<file path="src/rtl/seq_pkg.sv">
`timescale 1ns/1ps
package seq_pkg;
  // Strobes passed from control to datapath each clock
  typedef struct packed {
    logic cycleEnd;    // last phase of the instruction cycle
    logic redirect;    // flush: next cycle becomes a NOP
    logic takeJump;    // call/goto target select
    logic takeBranch;  // computed-branch target select
  } seqCtl_t;
endpackage

</file>
<file path="src/rtl/seq_ctrl.sv">
`timescale 1ns/1ps
module seq_ctrl
  import seq_pkg::*;
#(
  parameter int PHASES = 4
) (
  input  logic              clk,
  input  logic              rstN,
  input  logic              irValid,
  input  logic              skipTaken,
  input  logic              branchTaken,
  input  logic              callTaken,
  input  logic              gotoTaken,
  output logic [PHASES-1:0] phaseStrobe,
  output seqCtl_t           ctl
);
  localparam int PH_W = $clog2(PHASES);
  localparam logic [PH_W-1:0] LAST_PH = PH_W'(PHASES - 1);

  logic [PH_W-1:0] phQ;
  logic jumpReq;
  logic anyReq;

  always_ff @(posedge clk or negedge rstN) begin
    if (!rstN)              phQ <= '0;
    else if (phQ == LAST_PH) phQ <= '0;
    else                    phQ <= phQ + PH_W'(1);
  end

  for (genvar g = 0; g < PHASES; g++) begin : g_strobe
    assign phaseStrobe[g] = (phQ == PH_W'(g));
  end

  always_comb begin
    jumpReq        = callTaken | gotoTaken;
    anyReq         = jumpReq | branchTaken | skipTaken;
    ctl.cycleEnd   = (phQ == LAST_PH);
    ctl.redirect   = ctl.cycleEnd & irValid & anyReq;
    ctl.takeJump   = jumpReq;
    ctl.takeBranch = branchTaken & ~jumpReq;
  end
endmodule

</file>
<file path="src/rtl/seq_datapath.sv">
`timescale 1ns/1ps
module seq_datapath
  import seq_pkg::*;
#(
  parameter int WORD_W = 14,
  parameter int PC_W   = 13,
  parameter int TGT_W  = 11
) (
  input  logic                  clk,
  input  logic                  rstN,
  input  seqCtl_t               ctl,
  input  logic [WORD_W-1:0]     fetchWord,
  input  logic [PC_W-1:0]       branchAddr,
  input  logic [PC_W-TGT_W-1:0] pageBits,
  output logic [PC_W-1:0]       pcOut,
  output logic [WORD_W-1:0]     irOut,
  output logic                  irValid
);
  logic [PC_W-1:0]   pcQ;
  logic [WORD_W-1:0] irQ;
  logic              validQ;
  logic [PC_W-1:0]   pcInc;
  logic [PC_W-1:0]   redirectPc;

  always_comb begin
    pcInc = pcQ + PC_W'(1);
    if (ctl.takeJump)        redirectPc = {pageBits, irQ[TGT_W-1:0]};
    else if (ctl.takeBranch) redirectPc = branchAddr;
    else                     redirectPc = pcInc;
  end

  always_ff @(posedge clk or negedge rstN) begin
    if (!rstN) begin
      pcQ    <= '0;
      irQ    <= '0;
      validQ <= 1'b0;
    end else if (ctl.cycleEnd) begin
      if (ctl.redirect) begin
        pcQ    <= redirectPc;
        irQ    <= '0;
        validQ <= 1'b0;
      end else begin
        pcQ    <= pcInc;
        irQ    <= fetchWord;
        validQ <= 1'b1;
      end
    end
  end

  assign pcOut   = pcQ;
  assign irOut   = irQ;
  assign irValid = validQ;
endmodule

</file>
<file path="src/rtl/instr_cycle_seq.sv">
`timescale 1ns/1ps
module instr_cycle_seq
  import seq_pkg::*;
#(
  parameter int WORD_W = 14,
  parameter int PC_W   = 13,
  parameter int TGT_W  = 11,
  parameter int PHASES = 4
) (
  input  logic                  clk,
  input  logic                  rstN,
  input  logic [WORD_W-1:0]     fetchWord,
  input  logic                  skipTaken,
  input  logic                  branchTaken,
  input  logic                  callTaken,
  input  logic                  gotoTaken,
  input  logic [PC_W-1:0]       branchAddr,
  input  logic [PC_W-TGT_W-1:0] pageBits,
  output logic [PHASES-1:0]     phaseStrobe,
  output logic [PC_W-1:0]       pcOut,
  output logic [WORD_W-1:0]     irOut,
  output logic                  irValid
);
  seqCtl_t ctl;

  seq_ctrl #(.PHASES(PHASES)) u_ctrl (
    .clk(clk), .rstN(rstN), .irValid(irValid),
    .skipTaken(skipTaken), .branchTaken(branchTaken),
    .callTaken(callTaken), .gotoTaken(gotoTaken),
    .phaseStrobe(phaseStrobe), .ctl(ctl)
  );

  seq_datapath #(.WORD_W(WORD_W), .PC_W(PC_W), .TGT_W(TGT_W)) u_dp (
    .clk(clk), .rstN(rstN), .ctl(ctl), .fetchWord(fetchWord),
    .branchAddr(branchAddr), .pageBits(pageBits),
    .pcOut(pcOut), .irOut(irOut), .irValid(irValid)
  );
endmodule

</file>
<file path="config.mk">
export PLATFORM = sky130hd
export DESIGN_NAME = instr_cycle_seq
export DESIGN_NICKNAME = d
export VERILOG_FILES = /design/src/rtl/seq_pkg.sv /design/src/rtl/seq_ctrl.sv /design/src/rtl/seq_datapath.sv /design/src/rtl/instr_cycle_seq.sv
export SDC_FILE = /design/constraint.sdc
export NUM_CORES = 1
export LEC_CHECK = 0
export BUFFER_PORTS_ARGS = -buffer_cell sky130_fd_sc_hd__buf_2
export CAP_MARGIN = 10
export CORE_UTILIZATION = 40
export CTS_CLUSTER_SIZE = 40
export DETAILED_ROUTE_END_ITERATION = 16
export GPL_TIMING_DRIVEN = 0
export MAX_ROUTING_LAYER = met4
export PLACE_DENSITY = 0.7
export SYNTH_ARGS = -nofsm -noshare
export SYNTH_HDL_FRONTEND = slang
export SYNTH_SLANG_ARGS = --single-unit
export TNS_END_PERCENT = 10
</file>
<file path="constraint.sdc">
create_clock -name clk -period 1.6 [get_ports clk]
set_input_delay 0.16 -clock clk [delete_from_list [all_inputs] [get_ports clk]]
set_output_delay 0.16 -clock clk [all_outputs]
set_load 0.03 [all_outputs]
</file>
* Yosys cells after proc, flatten, opt, wreduce, memory -nomap -nowiden *
Index checks and enable logic that the tools add are counted.
W data, S select, Z words.

operators by class
  add/subtract/negate cells = 2
  eq/ne operators = 3
  reductions and logical operators = 1
  mux-type cells = 6
  bitwise gates (word level) = 7

operator list
  cell                     count
  $mux W13                 3
  $mux W14                 1
  $add A13 B1 Y13 const B  1
  $eq A2 B2 Y1 const B     2
  $and A1 B1 Y1            3
  $or A1 B1 Y1             3
  $add A2 B1 Y2 const B    1
  $eq A2 B1 Y1 const B     1
  $logic_not A2 Y1         1
  $mux W2                  1
  $mux W1                  1
  $not A1 Y1               1

storage, ports and cells
  input bits = 35
  flip-flop bits (word level) = 30
  logic and storage cells = 23

* Logic depth before layout (Yosys ltp) *
Gate-level depths: netlist (run 1).

  word-level depth = 6
  depth in mapped cells = 7

* By module *
A second synthesis (run 1) with hierarchy kept.

second synthesis, totals
  cell total of the unflattened synthesis = 179
  area, all modules = 1776.7 um^2

modules (own cells, without submodules)
  module        area an instance (um^2)  cells an instance  times used
  seq_datapath  1624.1                   164                1
  seq_ctrl      152.6                    15                 1

* Least setup slack after synthesis (run 1) *
Ideal clock, no wire load.

  path type = register -> register
  start point = reg u_ctrl.phQ[0]
  end point = reg u_dp.irQ[13] (netlist: u_dp.irOut[13])
  cell stages (with the launch flop) = 7
  data arrival time = 1.795 ns
  data required time = 1.522 ns
  path slack = -0.273 ns
  buffers on the path = 3
  setup time = 0.078 ns
  clock period less this slack = 1.873 ns
  cell sequence = dfrtp_1 ha_1 buf_2 inv_1 clkbuf_1 clkbuf_1 o2bb2ai_1

between the ends
  word-level cells in the longest chain between the ends = 4

ends and longest elaborated chain
  element                      RTL line               RTL
  start: declaration           seq_ctrl.sv:20         logic [PH_W-1:0] phQ;
  start signal: assignment     seq_ctrl.sv:27         else phQ <= phQ + PH_W'(1);
  $eq A2 B2 Y1 (*)             --
  named net phaseStrobe[3]     instr_cycle_seq.sv:19  output logic [PHASES-1:0] phaseStrobe,
  $and A1 B1 Y1 (2 in series)  seq_ctrl.sv:38         ctl.redirect = ctl.cycleEnd & irValid & anyReq;
  $mux W14                     seq_datapath.sv:38     if (ctl.redirect) begin
  end signal: assignment       seq_datapath.sv:44     irQ <= fetchWord;
  end: declaration             seq_datapath.sv:20     logic [WORD_W-1:0] irQ;

Mark *: on every way through the listed nets, which the timed path passes. The rest lies on a longest branch.
A chain may end at the register's enable or synchronous reset.

* Worst setup path in the final report (run 1) *
  start point = reg u_dp.pcQ[3] (netlist: u_dp.pcOut[3])
  end point = reg u_dp.pcQ[9] (netlist: u_dp.pcOut[9])

between the ends
  word-level cells in the longest chain between the ends = 4

ends and longest elaborated chain
  element                   RTL line            RTL
  start: declaration        seq_datapath.sv:19  logic [PC_W-1:0] pcQ;
  start signal: assignment  seq_datapath.sv:39  pcQ <= redirectPc;
  start signal: assignment  seq_datapath.sv:43  pcQ <= pcInc;
  $add A13 B1 Y13 (*)       seq_datapath.sv:26  pcInc = pcQ + PC_W'(1);
  $mux W13                  seq_datapath.sv:28  else if (ctl.takeBranch) redirectPc = branchAddr;
  $mux W13                  seq_datapath.sv:27  if (ctl.takeJump) redirectPc = {pageBits, irQ[TGT_W-1:0]};
  $mux W13 (*)              seq_datapath.sv:38

Mark *: on every way between the ends. The rest lies on a longest branch, timed or not.

==> results of run 1 <==
-- routing by layer --
layer  part of all wire  global-route usage  vias to the layer above
met5                  0                   -                        -
met4              0.013              0.0839                        0
met3              0.074              0.0556                        8
met2               0.48               0.345                      105
met1               0.43               0.287                      873
li1                   -                   -                      864
-- final timing paths --
kind | endpoint | slack (ns) | startpoint
max | u_dp.pcOut[9]$_DFFE_PN0N_ | 0.05 | u_dp.pcOut[3]$_DFFE_PN0N_
min in group asynchronous | u_dp.pcOut[12]$_DFFE_PN0N_ | 0.44 | rstN
min reg2reg | u_dp.irOut[12]$_DFFE_PN0N_ | 0.49 | u_dp.irOut[12]$_DFFE_PN0N_
max in group asynchronous | u_dp.pcOut[1]$_DFFE_PN0N_ | 0.67 | rstN
max reg2reg | u_dp.pcOut[9]$_DFFE_PN0N_ | 0.05 | u_dp.pcOut[3]$_DFFE_PN0N_
min | u_dp.irOut[3]$_DFFE_PN0N_ | 0.10 | fetchWord[3]
-- area by class of cell --
class,count,area (sq um),share of cell area
sequential,30,756,0.311
tap,52,65.1,0.0268
inverter,7,26.3,0.0108
clock inverter,2,60.1,0.0247
timing repair buffer,72,380,0.157
multi-input combinational,131,928,0.382
clock buffer,6,82.6,0.0340
buffer,16,129,0.0531
-- registers in the layout, summed over array words and instances (netlist names) --
register      flops
u_dp.irValid      1
u_ctrl.phQ        2
u_dp.pcOut       13
u_dp.irOut       14
-- stage by stage --
stage | util | total power [mW]
after CTS | 0.552 | 2.67
after detailed placement | 0.508 | 1.69
after floorplan | - | 1.44
after global routing | 0.557 | 2.82
final | 0.557 | 2.70
after global placement | 0.508 | 1.68
-- cells in the final DEF (no fill, tap or decap), types with 3 or more instances in the layout --
cell	n
dfrtp_2	4
buf_2	68
buf_6	5
ha_1	3
a21oi_1	3
inv_1	7
dfrtp_1	26
buf_4	9
a22o_1	3
o21a_1	9
a31oi_1	8
clkbuf_8	7
nand2_1	23
nor2_1	6
nand3_1	9
o21ai_0	13
o2bb2ai_1	12
and3_1	4
nand4_1	3
-- timing repair --
| item | 4_1_cts | 5_1_grt |
|---|---|---|
| gates cloned | 0 | 0 |
| pin swaps | 0 | 0 |
| gates resized for setup | 9 | 5 |
| hold buffers | 1 | 0 |
| endpoints found under the setup margin | 24 | 20 |
| setup buffers | 2 | 4 |
| endpoints found under the hold margin | 30 | 0 |
-- synth_stat cells, types with 3 or more instances --
cell and instances:
ha_1 5, a31oi_1 8, clkbuf_1 6, nand3_1 9, nand2_1 24, o21ai_0 14, nand4_1 3, o21a_1 9
a21oi_1 3, and3_1 4, nor2_1 6, buf_6 5, dfrtp_1 30, a22o_1 3, o2bb2ai_1 12, inv_1 7
-- power groups by stage --
stage / clock (mW) / sequential [mW] / combinational [mW]
6_report: 0.974 / 1.01 / 0.713
2_1_floorplan: 0 / 1.23 / 0.216
3_3_place_gp: 0 / 1.03 / 0.651
4_1_cts: 0.980 / 1.02 / 0.671
3_5_place_dp: 0 / 1.03 / 0.662
5_1_grt: 1.01 / 1.03 / 0.769
-- worst reg2reg max path: stages (launching register included) --
cell and delay [ns]:
dfrtp_2 0.41, and4_1 0.21, buf_2 0.18, a41oi_1 0.14
o21a_1 0.19, or3_1 0.31
-- cell families after synthesis --
family / after synthesis
adder cells (fa/ha/maj): 5
AND/OR/NAND/NOR: 55
flip-flops: 30
AO/OA/AOI/OAI: 71
buffers and inverters: 25
==> impl_metrics.csv, run 1 <==
group,metric,value,unit
run_status,status,"completed",
die,die_y,69.1,microns
sta,setup_tns,0,ns
critical_path,critPathTopFamily,"simple AND/OR/NAND/NOR gates",
placement,gp_congestion,0.906,
synthesis,yosys.area_share.simple,0.147,
cts,worstSkewPairLatency,0.29,ns
cts,ctsHtreeMaxLevel,2,
critical_path,cp_max_fo,8,
critical_path,critPathBufInv,1,
synthesis,synthesis.area,1800,sq um
drt,drc_errors,0,
synthesis,synth_ff_type,"dfrtp_1",
critical_path,startpoint_type,"register",
drt,first_pass_iters,7,
grt,grt_max_degree,31,
sta,tightest_slew,0.679,ns
grt,grt_pass1_vias,1723,
sta,whs,0.101,ns
pwr,switchingPower,887,uW
critical_path,arrival,1.71,ns
final_layout,antenna_cells,0,
drt,vias_per_cell,5.85,
synthesis,syn_area_per_cell,9.68,sq um
synthesis,synthMuxAreaShare,0,
final_layout,layout.nets,303,
synthesis,synth-seq-cells,30,
critical_path,crit_type,"register to register",
critical_path,worst-path-stages,5,
final_layout,stdcell_count,316,
cts,cts-buffers-inserted,5,
grt,antenna_found_initial,0,
grt,globalRouteOverflowTotal,0,
synthesis,synth_edf_count,0,
die,start_util,0.414,
sta,fin_crit_sh,0.971,
placement,pre_cts_slack,-0.256,ns
synthesis,async_flop_share,1.00,
critical_path,crit_chain,"and4_1, buf_2, a41oi_1, o21a_1, or3_1",
die,die_x,69.1,microns
synthesis,ys_warn_count,0,
synthesis,yosysTopAreaCell,"dfrtp_1",
critical_path,r2r_cells,5,
synthesis,synth_xor_area_frac,0,
cts,cts_tree,"yes",
synthesis,synth_top_family_by_area,"compound AO/OA/AOI/OAI gates",
drt,wl_per_cell,16.0,microns
pwr,power_frac_seq,0.375,
cts,cts_num_sinks,30,
pwr,irDropWorstVdd,649,uV
pwr,switching_share,0.329,
pwr,p_comb_frac,0.264,
final_layout,area_growth,34.8,%
synthesis,synth-seq-area-share,0.417,
placement,place_inst,303,
sta,rsz0062_at_grt,"no",
cts,cts_root_buf,"clkbuf_8",
synthesis,syn-num-nets,226,
drt,drt_iter0_drc,275,
sta,maxSlewViolCount,0,
synthesis,synth_area_leaders,"dfrtp_1, o2bb2ai_1, nand2_1",
drt,vias,1850,
min_path,hold_class,"input port to register",
grt,grt_util_all_layers,0.225,
pwr,power_density,1110,nW/um^2
sta,setup_viol,0,
final_layout,final_area,2430,sq um
cts,clkSlewWorstSetupHoldPaths,0.07,ns
final_layout,drive_gt1_frac,0.405,
placement,dpl_cell_area,2210,sq um
sta,fmax,644,MHz
sta,hold_viol_final,0,
pwr,p_int,1.81,mW
die,core_region_area,4350,sq um
placement,port_buffers,65,
synthesis,synth_compound_area_frac,0.316,
critical_path,cpPeakStageDelay,0.41,ns
drt,ant_nets,0,
die,dieArea,4770,sq um
grt,grt_pass1_wl,8.27,mm
final_layout,fillers,414,
synthesis,synthCells,186,
drt,drt_wl_total,5.07,mm
pwr,p_leak,1.10,nW
critical_path,required,1.76,ns
sta,fin_ws,0.0465,ns
sta,fin_skew,0.00891,ns
pwr,clockPowerShare,0.361,
placement,dpl.hpwl,3.60,mm
run,drv_cap,0,
min_path,hold_depth,3,
cts,cts_buffer_depth,2,
critical_path,cpMaxStageDelayCell,"dfrtp_2",
sta,relSlewSlack,0.547,
die,row_count,24,
die,ios,67,
synthesis,synth_top_cell_area_share,0.417,
sta,fin_crit,1.55,ns
synthesis,synth_cell_type_count,41,
synthesis,synth-adder-area-share,0.0347,
critical_path,cp-end-kind,"register",
Power figures use the tool's default switching activity.
==> run 2: changes to the inputs <==
--- a/config.mk
+++ b/config.mk
@@ -7,12 +7,14 @@
 export LEC_CHECK = 0
 export BUFFER_PORTS_ARGS = -buffer_cell sky130_fd_sc_hd__buf_2
 export CAP_MARGIN = 10
-export CORE_UTILIZATION = 40
+export CELL_PAD_IN_SITES_DETAIL_PLACEMENT = 1
+export CELL_PAD_IN_SITES_GLOBAL_PLACEMENT = 1
+export CORE_UTILIZATION = 33
 export CTS_CLUSTER_SIZE = 40
 export DETAILED_ROUTE_END_ITERATION = 16
 export GPL_TIMING_DRIVEN = 0
 export MAX_ROUTING_LAYER = met4
-export PLACE_DENSITY = 0.7
+export PLACE_DENSITY_LB_ADDON = 0.1
 export SYNTH_ARGS = -nofsm -noshare
 export SYNTH_HDL_FRONTEND = slang
 export SYNTH_SLANG_ARGS = --single-unit
==> run 2 against run 1 <==
Effect of this change: clock skew hardly changed; register-to-register slack hardly changed; flip-flop and latch count stayed put.
==> impl_metrics.csv, run 2 (synthesized netlist as in run 1, its figures left out) <==
group,metric,value,unit
run_status,status,"completed",
final_layout,area_growth,37.2,%
sta,hold_viol_final,0,
sta,fmax,649,MHz
critical_path,cp-end-kind,"register",
drt,first_pass_iters,4,
pwr,power,2.71,mW
pwr,p_comb_frac,0.268,
placement,port_buffers,65,
sta,setup_tns,0,ns
cts,clkSlewWorstSetupHoldPaths,0.07,ns
cts,worstSkewPairLatency,0.29,ns
sta,fin_crit,1.54,ns
die,die_y,75.9,microns
drt,wl_per_cell,16.5,microns
final_layout,layout_common_cells,"buf_2, dfrtp_1, nand2_1",
grt,grt_util_all_layers,0.218,
drt,vias_per_cell,5.23,
drt,vias,1753,
sta,relSlewSlack,0.527,
placement,dpl.hpwl,4.07,mm
critical_path,startpoint_type,"register",
die,core_region_area,5170,sq um
cts,cts_buffer_depth,2,
critical_path,crit_type,"register to register",
pwr,switching_share,0.329,
drt,drt_iter0_drc,109,
grt,grt_pass1_vias,1663,
final_layout,final_area,2470,sq um
pwr,power_density,1100,nW/um^2
die,row_count,26,
die,ios,67,
sta,fin_ws,0.0601,ns
final_layout,layout.nets,304,
drt,ant_nets,0,
drt,drt_wl_total,5.54,mm
critical_path,required,1.77,ns
sta,fin_skew,0.00880,ns
sta,maxSlewViolCount,0,
sta,tightest_slew,0.710,ns
grt,grt_pass1_wl,8.71,mm
drt,drc_errors,0,
pwr,switchingPower,893,uW
cts,cts-buffers-inserted,5,
pwr,clockPowerShare,0.360,
cts,cts_root_buf,"clkbuf_8",
placement,pre_cts_slack,-0.341,ns
grt,grt_max_degree,31,
placement,gp_congestion,0.781,
pwr,power_frac_seq,0.372,
cts,ctsHtreeMaxLevel,2,
final_layout,largest_reg_flops,14,
sta,setup_viol,0,
cts,cts_tree,"yes",
final_layout,antenna_cells,0,
sta,fin_crit_sh,0.962,
min_path,hold_depth,3,
min_path,hold_class,"input port to register",
pwr,irDropWorstVdd,410,uV
grt,globalRouteOverflowTotal,0,
die,start_util,0.348,
final_layout,final_common_cell,"buf_2",
pwr,p_leak,1.10,nW
placement,dpl_cell_area,2240,sq um
die,dieArea,5760,sq um
grt,antenna_found_initial,0,
run,drv_cap,0,
cts,cts_num_sinks,30,
critical_path,cp_max_fo,8,
pwr,p_int,1.82,mW
critical_path,arrival,1.71,ns
die,die_x,75.9,microns
critical_path,r2r_cells,5,
sta,whs,0.0934,ns
final_layout,drive_gt1_frac,0.415,
## run 2: per-stage QoR
stage,util,std cells
floorplan,-,186
global placement,0.432,321
detailed placement,0.432,321
CTS,0.469,332
global route,0.478,335
finish,0.478,335
## run 2: power groups by stage
stage / Clock (mW) / Sequential, mW / Combinational (mW)
floorplan: 0 / 1.23 / 0.216
global placement: 0 / 1.03 / 0.666
detailed placement: 0 / 1.03 / 0.674
CTS: 0.992 / 1.02 / 0.680
global route: 1.02 / 1.03 / 0.789
finish: 0.977 / 1.01 / 0.727
## run 2: layout make-up
type	instances	area, sq um
inverters	7	26.3
multi-input cells	131	936
clock buffers	6	82.6
plain buffers	17	140
repair buffers	72	380
well taps	70	87.6
clock inverters	2	60.1
flip-flops and latches	30	757
fillers	625	2700
## run 2: path summary, 6_finish.rpt
path	start	to	slack (ns)
min in group asynchronous	rstN	u_dp.irOut[7]$_DFFE_PN0N_	0.45
min	fetchWord[11]	u_dp.irOut[11]$_DFFE_PN0N_	0.09
min reg2reg	u_dp.irOut[13]$_DFFE_PN0N_	u_dp.irOut[13]$_DFFE_PN0N_	0.49
max	u_dp.pcOut[3]$_DFFE_PN0N_	u_dp.pcOut[8]$_DFFE_PN0N_	0.06
max in group asynchronous	rstN	u_dp.pcOut[1]$_DFFE_PN0N_	0.65
max reg2reg	u_dp.pcOut[3]$_DFFE_PN0N_	u_dp.pcOut[8]$_DFFE_PN0N_	0.06
## run 2: metal layers
layer  up-vias  GRT usage  routed length, microns
li1        860          -                       -
met1       836      0.290                    2710
met2        49      0.329                    2540
met3         8     0.0357                     198
met4         0     0.0864                      91
met5         -          -                       0
## run 2: critical path, stage by stage, from the launching register on
cell and delay, ns:
dfrtp_2 0.45, and4_1 0.20, clkbuf_4 0.17, and3_1 0.19
nor4b_1 0.14, a221o_1 0.27
## run 2: repair_timing
item / in CTS / in global routing
setup buffers: 2 / 4
hold buffers: 1 / 0
pin swaps: 0 / 1
endpoints found under the setup margin: 28 / 22
hold endpoints to repair: 30 / 0
gates resized for setup: 10 / 9
